==> src/rtl/g2s_pkg.sv <==
// Package g2s_pkg
// Shared types for the guest-to-shadow root cache.
package g2s_pkg;
    // Outcome of the fill port in one cycle.
    typedef enum logic [1:0] {
        FILL_NONE      = 2'd0,
        FILL_OVERWRITE = 2'd1,
        FILL_ALLOCATE  = 2'd2
    } fill_act_e;
endpackage

==> src/rtl/g2s_match.sv <==
// Module g2s_match
// Compares one probe key against every stored guest root in parallel and
// returns the vector of valid entries that match.
// Assumes the store never holds the same key twice, so the vector is one-hot or zero.
module g2s_match #(
    parameter int ENTRIES = 8,
    parameter int GROOT_W = 32
) (
    input  logic [ENTRIES-1:0]              ent_valid,
    input  logic [ENTRIES-1:0][GROOT_W-1:0] ent_groot,
    input  logic [GROOT_W-1:0]              probe,
    output logic [ENTRIES-1:0]              hit_vec,
    output logic                            any_hit
);
    // One comparator per entry.
    for (genvar i = 0; i < ENTRIES; i++) begin : g_cmp
        assign hit_vec[i] = ent_valid[i] && (ent_groot[i] == probe);
    end

    // Reduce the per-entry matches to a single hit flag.
    assign any_hit = |hit_vec;
endmodule

==> src/rtl/g2s_onehot_enc.sv <==
// Module g2s_onehot_enc
// Turns a one-hot (or zero) vector into a binary slot index.
// Assumes at most one bit is set; a zero vector gives index 0.
module g2s_onehot_enc #(
    parameter int ENTRIES = 8,
    localparam int IDX_W = (ENTRIES > 1) ? $clog2(ENTRIES) : 1
) (
    input  logic [ENTRIES-1:0] vec,
    output logic [IDX_W-1:0]   idx
);
    // OR together the indices of the set bits.
    always_comb begin
        idx = '0;
        for (int i = 0; i < ENTRIES; i++) begin
            if (vec[i]) idx = idx | IDX_W'(i);
        end
    end
endmodule

==> src/rtl/g2s_store.sv <==
// Module g2s_store
// Holds the entry array and the round-robin victim pointer, and applies
// flush, invalidate and fill.
// Assumes fill_hit and fill_idx come from a match against the current
// (pre-update) contents. Flush wins over everything else. An invalidate is
// applied before a fill in the same cycle.
module g2s_store
    import g2s_pkg::*;
#(
    parameter int ENTRIES = 8,
    parameter int GROOT_W = 32,
    parameter int SROOT_W = 32,
    localparam int IDX_W = (ENTRIES > 1) ? $clog2(ENTRIES) : 1
) (
    input  logic                            clk,
    input  logic                            rst_n,
    input  logic                            fill_valid,
    input  logic [GROOT_W-1:0]              fill_groot,
    input  logic [SROOT_W-1:0]              fill_sroot,
    input  logic                            fill_hit,
    input  logic [IDX_W-1:0]                fill_idx,
    input  logic [ENTRIES-1:0]              inval_vec,
    input  logic                            flush,
    output logic [ENTRIES-1:0]              ent_valid,
    output logic [ENTRIES-1:0][GROOT_W-1:0] ent_groot,
    output logic [ENTRIES-1:0][SROOT_W-1:0] ent_sroot
);
    localparam logic [IDX_W-1:0] LAST_SLOT = IDX_W'(ENTRIES - 1);

    fill_act_e        fill_act;
    logic [IDX_W-1:0] victim_ptr;
    logic [IDX_W-1:0] tgt_idx;
    logic [ENTRIES-1:0] tgt_vec;

    // Decide whether the fill replaces a present key or allocates a slot.
    always_comb begin
        if (!fill_valid)   fill_act = FILL_NONE;
        else if (fill_hit) fill_act = FILL_OVERWRITE;
        else               fill_act = FILL_ALLOCATE;
    end

    // Choose the slot the fill writes.
    assign tgt_idx = (fill_act == FILL_OVERWRITE) ? fill_idx : victim_ptr;

    // One-hot form of the write slot, zero when there is no fill.
    for (genvar i = 0; i < ENTRIES; i++) begin : g_tgt
        assign tgt_vec[i] = (fill_act != FILL_NONE) && (tgt_idx == IDX_W'(i));
    end

    // Valid bits: reset/flush clear, otherwise invalidate then fill.
    always_ff @(posedge clk) begin
        if (!rst_n || flush) ent_valid <= '0;
        else                 ent_valid <= (ent_valid & ~inval_vec) | tgt_vec;
    end

    // Key and value storage per slot.
    for (genvar i = 0; i < ENTRIES; i++) begin : g_slot
        // Write the pair into this slot when it is the fill target.
        always_ff @(posedge clk) begin
            if (!rst_n) begin
                ent_groot[i] <= '0;
                ent_sroot[i] <= '0;
            end else if (!flush && tgt_vec[i]) begin
                ent_groot[i] <= fill_groot;
                ent_sroot[i] <= fill_sroot;
            end
        end
    end

    // Victim pointer: steps on allocation only, wraps after the last slot.
    always_ff @(posedge clk) begin
        if (!rst_n || flush) victim_ptr <= '0;
        else if (fill_act == FILL_ALLOCATE)
            victim_ptr <= (victim_ptr == LAST_SLOT) ? '0 : victim_ptr + 1'b1;
    end

    assert_flush_clears_R7: assert property (@(posedge clk) disable iff (!rst_n)
        flush |=> (ent_valid == '0 && victim_ptr == '0));

    assert_overwrite_keeps_ptr_R5: assert property (@(posedge clk) disable iff (!rst_n)
        (fill_act == FILL_OVERWRITE && !flush) |=> $stable(victim_ptr));

    assert_no_fill_no_set_R6: assert property (@(posedge clk) disable iff (!rst_n)
        (fill_act == FILL_NONE && !flush) |=> ((ent_valid & ~$past(ent_valid)) == '0));
endmodule

==> src/rtl/g2s_root_cache.sv <==
// Module g2s_root_cache
// Top of the guest-to-shadow root cache. A lookup on a guest root change
// answers one cycle later with a hit (loading shadow_root) or a trap request.
// Hypervisor fill, invalidate and flush inputs maintain the table.
// Assumes a lookup compares against the contents before any same-cycle update.
module g2s_root_cache #(
    parameter int ENTRIES = 8,
    parameter int GROOT_W = 32,
    parameter int SROOT_W = 32
) (
    input  logic               clk,
    input  logic               rst_n,
    input  logic               lkp_valid,
    input  logic [GROOT_W-1:0] lkp_groot,
    input  logic               fill_valid,
    input  logic [GROOT_W-1:0] fill_groot,
    input  logic [SROOT_W-1:0] fill_sroot,
    input  logic               inval_valid,
    input  logic [GROOT_W-1:0] inval_groot,
    input  logic               flush_all,
    output logic               rsp_hit,
    output logic               trap_req,
    output logic [SROOT_W-1:0] shadow_root
);
    localparam int IDX_W = (ENTRIES > 1) ? $clog2(ENTRIES) : 1;

    logic [ENTRIES-1:0]              ent_valid;
    logic [ENTRIES-1:0][GROOT_W-1:0] ent_groot;
    logic [ENTRIES-1:0][SROOT_W-1:0] ent_sroot;

    logic [ENTRIES-1:0] lk_vec, fl_vec, iv_vec, iv_gated;
    logic               lk_any, fl_any, iv_any;
    logic [IDX_W-1:0]   lk_idx, fl_idx;

    g2s_match #(.ENTRIES(ENTRIES), .GROOT_W(GROOT_W)) i_match_lkp (
        .ent_valid(ent_valid), .ent_groot(ent_groot), .probe(lkp_groot),
        .hit_vec(lk_vec), .any_hit(lk_any)
    );
    g2s_match #(.ENTRIES(ENTRIES), .GROOT_W(GROOT_W)) i_match_fill (
        .ent_valid(ent_valid), .ent_groot(ent_groot), .probe(fill_groot),
        .hit_vec(fl_vec), .any_hit(fl_any)
    );
    g2s_match #(.ENTRIES(ENTRIES), .GROOT_W(GROOT_W)) i_match_inval (
        .ent_valid(ent_valid), .ent_groot(ent_groot), .probe(inval_groot),
        .hit_vec(iv_vec), .any_hit(iv_any)
    );

    g2s_onehot_enc #(.ENTRIES(ENTRIES)) i_enc_lkp  (.vec(lk_vec), .idx(lk_idx));
    g2s_onehot_enc #(.ENTRIES(ENTRIES)) i_enc_fill (.vec(fl_vec), .idx(fl_idx));

    // Invalidate acts only when requested.
    assign iv_gated = inval_valid ? iv_vec : '0;

    g2s_store #(.ENTRIES(ENTRIES), .GROOT_W(GROOT_W), .SROOT_W(SROOT_W)) i_store (
        .clk(clk), .rst_n(rst_n),
        .fill_valid(fill_valid), .fill_groot(fill_groot), .fill_sroot(fill_sroot),
        .fill_hit(fl_any), .fill_idx(fl_idx),
        .inval_vec(iv_gated), .flush(flush_all),
        .ent_valid(ent_valid), .ent_groot(ent_groot), .ent_sroot(ent_sroot)
    );

    // Register the lookup outcome and load the shadow root on a hit.
    always_ff @(posedge clk) begin
        if (!rst_n) begin
            rsp_hit     <= 1'b0;
            trap_req    <= 1'b0;
            shadow_root <= '0;
        end else begin
            rsp_hit  <= lkp_valid && lk_any;
            trap_req <= lkp_valid && !lk_any;
            if (lkp_valid && lk_any) shadow_root <= ent_sroot[lk_idx];
        end
    end

    assert_unique_keys_R5: assert property (@(posedge clk) disable iff (!rst_n)
        $onehot0(lk_vec) && $onehot0(fl_vec) && $onehot0(iv_vec));

    assert_hit_trap_excl_R1: assert property (@(posedge clk) disable iff (!rst_n)
        !(rsp_hit && trap_req));

    assert_lookup_answers_R2: assert property (@(posedge clk) disable iff (!rst_n)
        lkp_valid |=> (rsp_hit || trap_req));

    assert_idle_quiet_R3: assert property (@(posedge clk) disable iff (!rst_n)
        !lkp_valid |=> (!rsp_hit && !trap_req));

    assert_root_held_R2: assert property (@(posedge clk) disable iff (!rst_n)
        !rsp_hit |-> $stable(shadow_root));

    assert_inval_miss_noop_R6: assert property (@(posedge clk) disable iff (!rst_n)
        (inval_valid && !iv_any && !fill_valid && !flush_all) |=> $stable(ent_valid));
endmodule

==> config.mk <==
export PLATFORM = sky130hd
export DESIGN_NAME = g2s_root_cache
export DESIGN_NICKNAME = d
export VERILOG_FILES = /design/src/rtl/g2s_pkg.sv /design/src/rtl/g2s_match.sv /design/src/rtl/g2s_onehot_enc.sv /design/src/rtl/g2s_store.sv /design/src/rtl/g2s_root_cache.sv
export SDC_FILE = /design/constraint.sdc
export NUM_CORES = 2
export LEC_CHECK = 0
export BUFFER_PORTS_ARGS = -buffer_cell sky130_fd_sc_hd__buf_2
export CAP_MARGIN = 20
export CORE_MARGIN = 2
export CORE_UTILIZATION = 55
export DETAILED_ROUTE_END_ITERATION = 10
export GPL_TIMING_DRIVEN = 0
export PLACE_DENSITY = 0.79
export REMOVE_ABC_BUFFERS = 1
export SKIP_LAST_GASP = 1
export SLEW_MARGIN = 20
export SYNTH_ARGS = -nofsm -noshare
export SYNTH_HDL_FRONTEND = slang
export SYNTH_SLANG_ARGS = --single-unit
==> constraint.sdc <==
create_clock -name clk -period 3.5 [get_ports clk]
set_input_delay 0.35 -clock clk [delete_from_list [all_inputs] [get_ports clk]]
set_output_delay 0.35 -clock clk [all_outputs]
set_load 0.1 [all_outputs]
Word-level counts from Yosys, hierarchy flattened
Cells that the tools add are included.
Storage, ports and cells
  bits in latches: 0
  RAM bits: 0
  memory bits (read-only): 0
  register bits after elaboration: 557
  memories kept: 0
  logic and storage cells: 131
Cells by class
  bitwise operators: 3
  equality and inequality tests: 34
  $add $sub $neg: 1
  $lt $le $gt $ge: 1
  multiply operators: 0
  shift operators: 0
  div/mod/pow operators: 0
  reductions and logical operators: 50
  multiplexer cells: 21
Operators with widths (count)
  == test 32 bit: 24
  binary-select mux 32 bit (select 3 bit): 1
  logical AND 1 bit: 42
  two-way mux 32 bit: 1
  two-way mux 3 bit: 10
  OR reduction 8 bit: 2
  == test 3 bit, second input constant: 5
  two-way mux 2 bit: 6
  bitwise AND 8 bit: 1
  two-way mux 8 bit: 1
  NOT 8 bit: 1
  OR 8 bit: 1
  == test 3 x 2 -> 1 bit, second input constant: 2
  less-than comparator 3 x 4 -> 1 bit, second input constant: 1
  adder 3 x 1 -> 3 bit, second input constant: 1
  == test 3 x 1 -> 1 bit, second input constant: 1
  logical NOT 1 bit: 3
  logical NOT 3 bit: 1
  == test 2 x 1 -> 1 bit, second input constant: 1
  == test 2 bit, second input constant: 1
  two-way mux 1 bit: 2
  nonzero test 2 bit: 1
  logical OR 1 bit: 1

Longest topological paths before layout
  word-level depth: 13
  depth in mapped cells: 13
  gate-level depth less buffers: 9

Hierarchy
A second synthesis with hierarchy kept.
Unflattened totals
  cells, all modules: 3337
  area total of the unflattened synthesis: 31908.1 um^2
By module, submodules not included
  g2s_store: cells each 1791, area an instance 19054.5 um^2, seq. area each 10470.0 um^2, times used 1
  g2s_match: cells each 388, area an instance 3163.0 um^2, seq. area each 0.0 um^2, times used 3
  g2s_root_cache: cells each 376, area an instance 3319.4 um^2, seq. area each 680.7 um^2, times used 1
  g2s_onehot_enc: cells each 3, area an instance 22.5 um^2, seq. area each 0.0 um^2, times used 2

Worst setup path after synthesis
No wires, ideal clock.
  path type: input -> register
  from: in lkp_groot[20]
  to: reg shadow_root[10]
  arrival time: 2.840 ns
  path buffers: 4
  stages on the path: 13
  setup slack: 0.545 ns
  required time: 3.385 ns
  library setup time: 0.115 ns
  cells stage by stage: buf_2 > xor2_1 > nor4b_1 > nand4_1 > or4_1 > nand4_1 > buf_2 > buf_4 > buf_4 > mux2i_1 > mux2i_1 > a22o_1 > a21o_1
Between the ends
  cells in the longest elaborated chain, start to end: 11
RTL lines
  from (decl): RTL line g2s_root_cache.sv:14  | input logic [GROOT_W-1:0] lkp_groot,
  == test 32 bit: RTL line g2s_match.sv:17  | assign hit_vec[i] = ent_valid[i] && (ent_groot[i] == probe);
  logical AND 1 bit: RTL line g2s_match.sv:17
  two-way mux 1 bit: RTL line g2s_onehot_enc.sv:15  | if (vec[i]) idx = idx | IDX_W'(i);
  two-way mux 2 bit (2 in series): RTL line g2s_onehot_enc.sv:15
  two-way mux 3 bit (4 in series): RTL line g2s_onehot_enc.sv:15
  binary-select mux 32 bit (select 3 bit): RTL line g2s_root_cache.sv:71  | if (lkp_valid && lk_any) shadow_root <= ent_sroot[lk_idx];
  two-way mux 32 bit (implied by the code): RTL line g2s_root_cache.sv:71
  to (signal assigned): RTL line g2s_root_cache.sv:71
  to (decl): RTL line g2s_root_cache.sv:23  | output logic [SROOT_W-1:0] shadow_root
Parallel ways exist; a longest one is shown, timed or not. The select of a mux whose other input is x is not followed.
A chain may end at the register's enable or synchronous reset.

Final worst setup path
  from: reg i_store.ent_groot[193] (netlist name)
  to: reg i_store.ent_groot[164] (netlist name)
Between the ends
  cells in the longest elaborated chain, start to end: 10
RTL lines
  from (decl): RTL line g2s_store.sv:25  | output logic [ENTRIES-1:0][GROOT_W-1:0] ent_groot,
  from (signal, indexed assignment): RTL line g2s_store.sv:64  | ent_groot[i] <= fill_groot;
  == test 32 bit (*): RTL line g2s_match.sv:17
  logical AND 1 bit (*): RTL line g2s_match.sv:17
  OR reduction 8 bit: RTL line g2s_match.sv:21  | assign any_hit = |hit_vec;
  two-way mux 2 bit: RTL line g2s_store.sv:38  | else if (fill_hit) fill_act = FILL_OVERWRITE;
  two-way mux 2 bit: RTL line g2s_store.sv:37  | if (!fill_valid) fill_act = FILL_NONE;
  == test 2 x 1 -> 1 bit: RTL line g2s_store.sv:43  | assign tgt_idx = (fill_act == FILL_OVERWRITE) ? fill_idx : victim_ptr;
  two-way mux 3 bit: RTL line g2s_store.sv:43
  == test 3 bit: RTL line g2s_store.sv:47  | assign tgt_vec[i] = (fill_act != FILL_NONE) && (tgt_idx == IDX_W'(i));
  logical AND 1 bit (*): RTL line g2s_store.sv:47
  logical AND 1 bit (*): RTL line g2s_store.sv:63  | end else if (!flush && tgt_vec[i]) begin
Mark *: on every way between the ends. The rest lies on a longest branch, timed or not.

==> out/results.txt <==
Final setup viols: 542
DR WL/cell: 36.4 um
Final Core Density: 67.1%
first-pass GRT wire length: 206 mm
Skew-Pair Late Insertion Delay: 0.69 ns
prevailing post-synth register cell: dfxtp_1
DR pass1 iterations: 8
leading area contributor after synthesis: dfxtp_1
port bufs: 167
CP Launch Type: flop
vias in the first global route: 27007
FF-to-FF path depth: 12
Final ANT Viol Nets: 0
TritonCTS clock tree: yes
layout cells sized above 1: 18.6%
Die Height: 245 um
Hold Crit Class: primary input to flop
Synth area leaders: dfxtp_1, mux2i_1, xor2_1, xnor2_1, nand2_1
via count: 29133
Netlist cell types: 55
Max IR drop VDD: 0.460 mV
max-cap violation count: 0
clock transition at the registers of the reported paths: 0.06 ns
gr ovfl total: 0
vias per std cell: 6.61
die span in x: 245 um
Starting Density: 55.5%
area grow syn2layout: 21.0%
Clock Skews: 0.0629 ns
die area: 0.0600 mm2
flops & latches, synth: 557
worst-margin pin slew: 1.24 ns
Iter 0 DRT Violations: 3270
Fin. Hold Viols: 0
Detailed Route WL: 160 mm
clk buf depth: 3
asr flop ratio synth: 0%
Rows: 88
CP Capture Type: flop
Pwr per Cell Area: 390 mW/mm2
Reg2Reg Launch Point: i_store.ent_groot[193]
initial antenna violation count: 8
Finished Cell Area: 0.0387 mm2
# H-tree levels: 2
cts-stage hold buffer count: 0
Ys Warns: 0
CP cell instances: xor2_4 > nor4_4 > nand3_1 > or4_4 > nand4_1 > and2b_2 > o21ai_4 > buf_6 > or3_4 > buf_12 > clkbuf_16 > mux2i_1
hold path cells: 3
final setup margin: -0.479 ns
Worst Setup Path Type: flop to flop
failing checks: setup timing
min Tclk post-route: 3.98 ns
WHS Endpoint: i_store.ent_sroot[100]
worst path required time: 4.07 ns
GRT Util Overall: 49.1%
CP Launch Point: i_store.ent_groot[193]
average size of a mapped cell: 9.51 um2
Post-Synthesis Cell Area: 0.0319 mm2
Lkg Pwr: 0.0179 uW
RSZ-0062 raised after global routing: yes
Buf+Inv Stages, Crit Path: 3
clock sinks: 557
Critical-path top delay cell: nor4_4
residual DRC count: 0
Boundary Pins: 168
Rel. slew slack: 16.8%
Yosys top cell area share: 34.9%
top achievable clock speed: 251 MHz
r2r endpoint: i_store.ent_groot[164]
status: finished, violations left
Worst Path Max Fanout: 6
post-synthesis cell count: 3359
fin crit share: 114%
min-delay src: rst_n
CP delay by family, top: simple AND/OR/NAND/NOR gates
pins over their slew limit: 0
Crit path arrival time: 4.55 ns
flop-to-flop setup slack: -0.48 ns
Root Buffer: clkbuf_16
Detailed Place HPWL: 100 mm
largest net degree at the start of global routing: 132
EDFF count, synth: 0
Core Area: 0.0576 mm2
sequential fraction of the synthesis area: 34.9%
NumNets Final: 3727
Crit path largest cell delay: 0.84 ns
RD Place Congestion: 1.07
CTS buffer count: 60
Post-Place Cell Area: 0.0332 mm2
metrics by stage:
step                      worst slack [ns]  cells  hold slack [ns]  power [uW]  setup TNS, ns
after detailed placement             -2.13   4117            0.433        8190        -710.46
final                               -0.479   4405           0.0320       15100        -149.65
after global placement              -12.30   4040            0.428        8200       -4383.51
after floorplan                      -5.94   3108            0.434        7250        -985.11
after global routing                -0.375   4402           0.0479       15300        -108.91
after CTS                          -0.0210   4258           0.0106       14800        -0.0242
worst min-delay path, stage by stage:
cell,delay [ns]
buf_8,0.16
nand2_1,0.08
mux2i_1,0.05
cells in the mapped netlist, types with 2 or more instances:
cell type,count
nor4b_1,2
nand4_1,110
o2111ai_1,2
nor2b_1,3
a21o_1,31
nand3_1,33
xor2_1,415
a21oi_2,2
or2_2,3
inv_1,6
a21oi_1,8
a22o_1,31
or3_1,9
or3b_1,2
nor2_1,10
xnor2_1,352
nor3_1,25
nand4b_1,8
dfxtp_1,557
or4_4,3
or4_1,8
ha_1,2
o41ai_1,8
buf_1,7
buf_12,12
nand2_1,596
nand3b_1,3
mux2i_1,705
clkbuf_1,109
buf_6,31
nand2b_1,7
nor3b_1,2
buf_4,40
o21a_1,2
buf_2,51
nor4_1,145
layout by cell type (no fill, tap or decap), drive strengths merged, types with 31 or more instances in the layout:
cell	n
nand4	110
nand2	596
xor2	415
nand3	33
xnor2	352
a21o	31
clkbuf	113
nor4	145
dfxtp	557
buf	393
a22o	31
mux2i	705
flip-flops by register name, summed over array words and instances, names as in the netlist:
| register | count |
|---|---|
| rsp_hit | 1 |
| i_store.ent_valid | 8 |
| trap_req | 1 |
| i_store.victim_ptr | 3 |
| shadow_root | 32 |
| i_store.ent_groot | 256 |
| i_store.ent_sroot | 256 |
cell families (layout without fill, tap and decap cells):
family,Yosys count,in the layout,share of synthesized area (%)
flops,557,557,34.9
other cells,0,3,0
simple gates,974,977,14.3
buf+inv,257,532,5.07
fa+ha+maj,2,2,0.0783
compound gates,97,97,2.49
mux,705,705,22.1
xor+xnor,767,767,21.0
final cells by class:
type | instances | area [um2]
clock inverter | 20 | 314
timing repair buffer | 418 | 4300
fill | 4402 | 18900
tap | 765 | 957
antenna | 3 | 7.51
clock buffer | 88 | 1770
inverter | 6 | 22.5
multi-input combinational | 2548 | 20100
sequential | 557 | 11200
per-layer routing:
layer,up-vias,global-route usage (%),wire [um]
met5,-,0,40
met4,6,39.6,17300
met1,14162,56.4,55500
li1,11956,-,-
met3,856,18.4,20500
met2,2153,73.2,67100
worst max path at each step:
stage	endpoint	cells after the start	slack [ns]
after floorplan	i_store.ent_groot[128]	9	-5.94
after global routing	i_store.ent_groot[164]	12	-0.38
after global placement	i_store.ent_sroot[158]	10	-12.30
after CTS	i_store.ent_groot[173]	11	-0.02
after detailed placement	i_store.ent_sroot[157]	15	-2.13
final	i_store.ent_groot[164]	12	-0.48
what timing repair did:
action                                  CTS  global route
buffers inserted                         39           111
resized for setup                       152           160
endpoints found under the setup margin  549           555
pin swaps                                37            14
gates cloned                              5            31
power breakdown:
group	internal (uW)	total [uW]	switching (uW)
clock	3880	6730	2850
combinational	537	1900	1370
sequential	6390	6460	69.5
total	10800	15100	4290
Note: power is estimated with default switching activity, not from simulation.
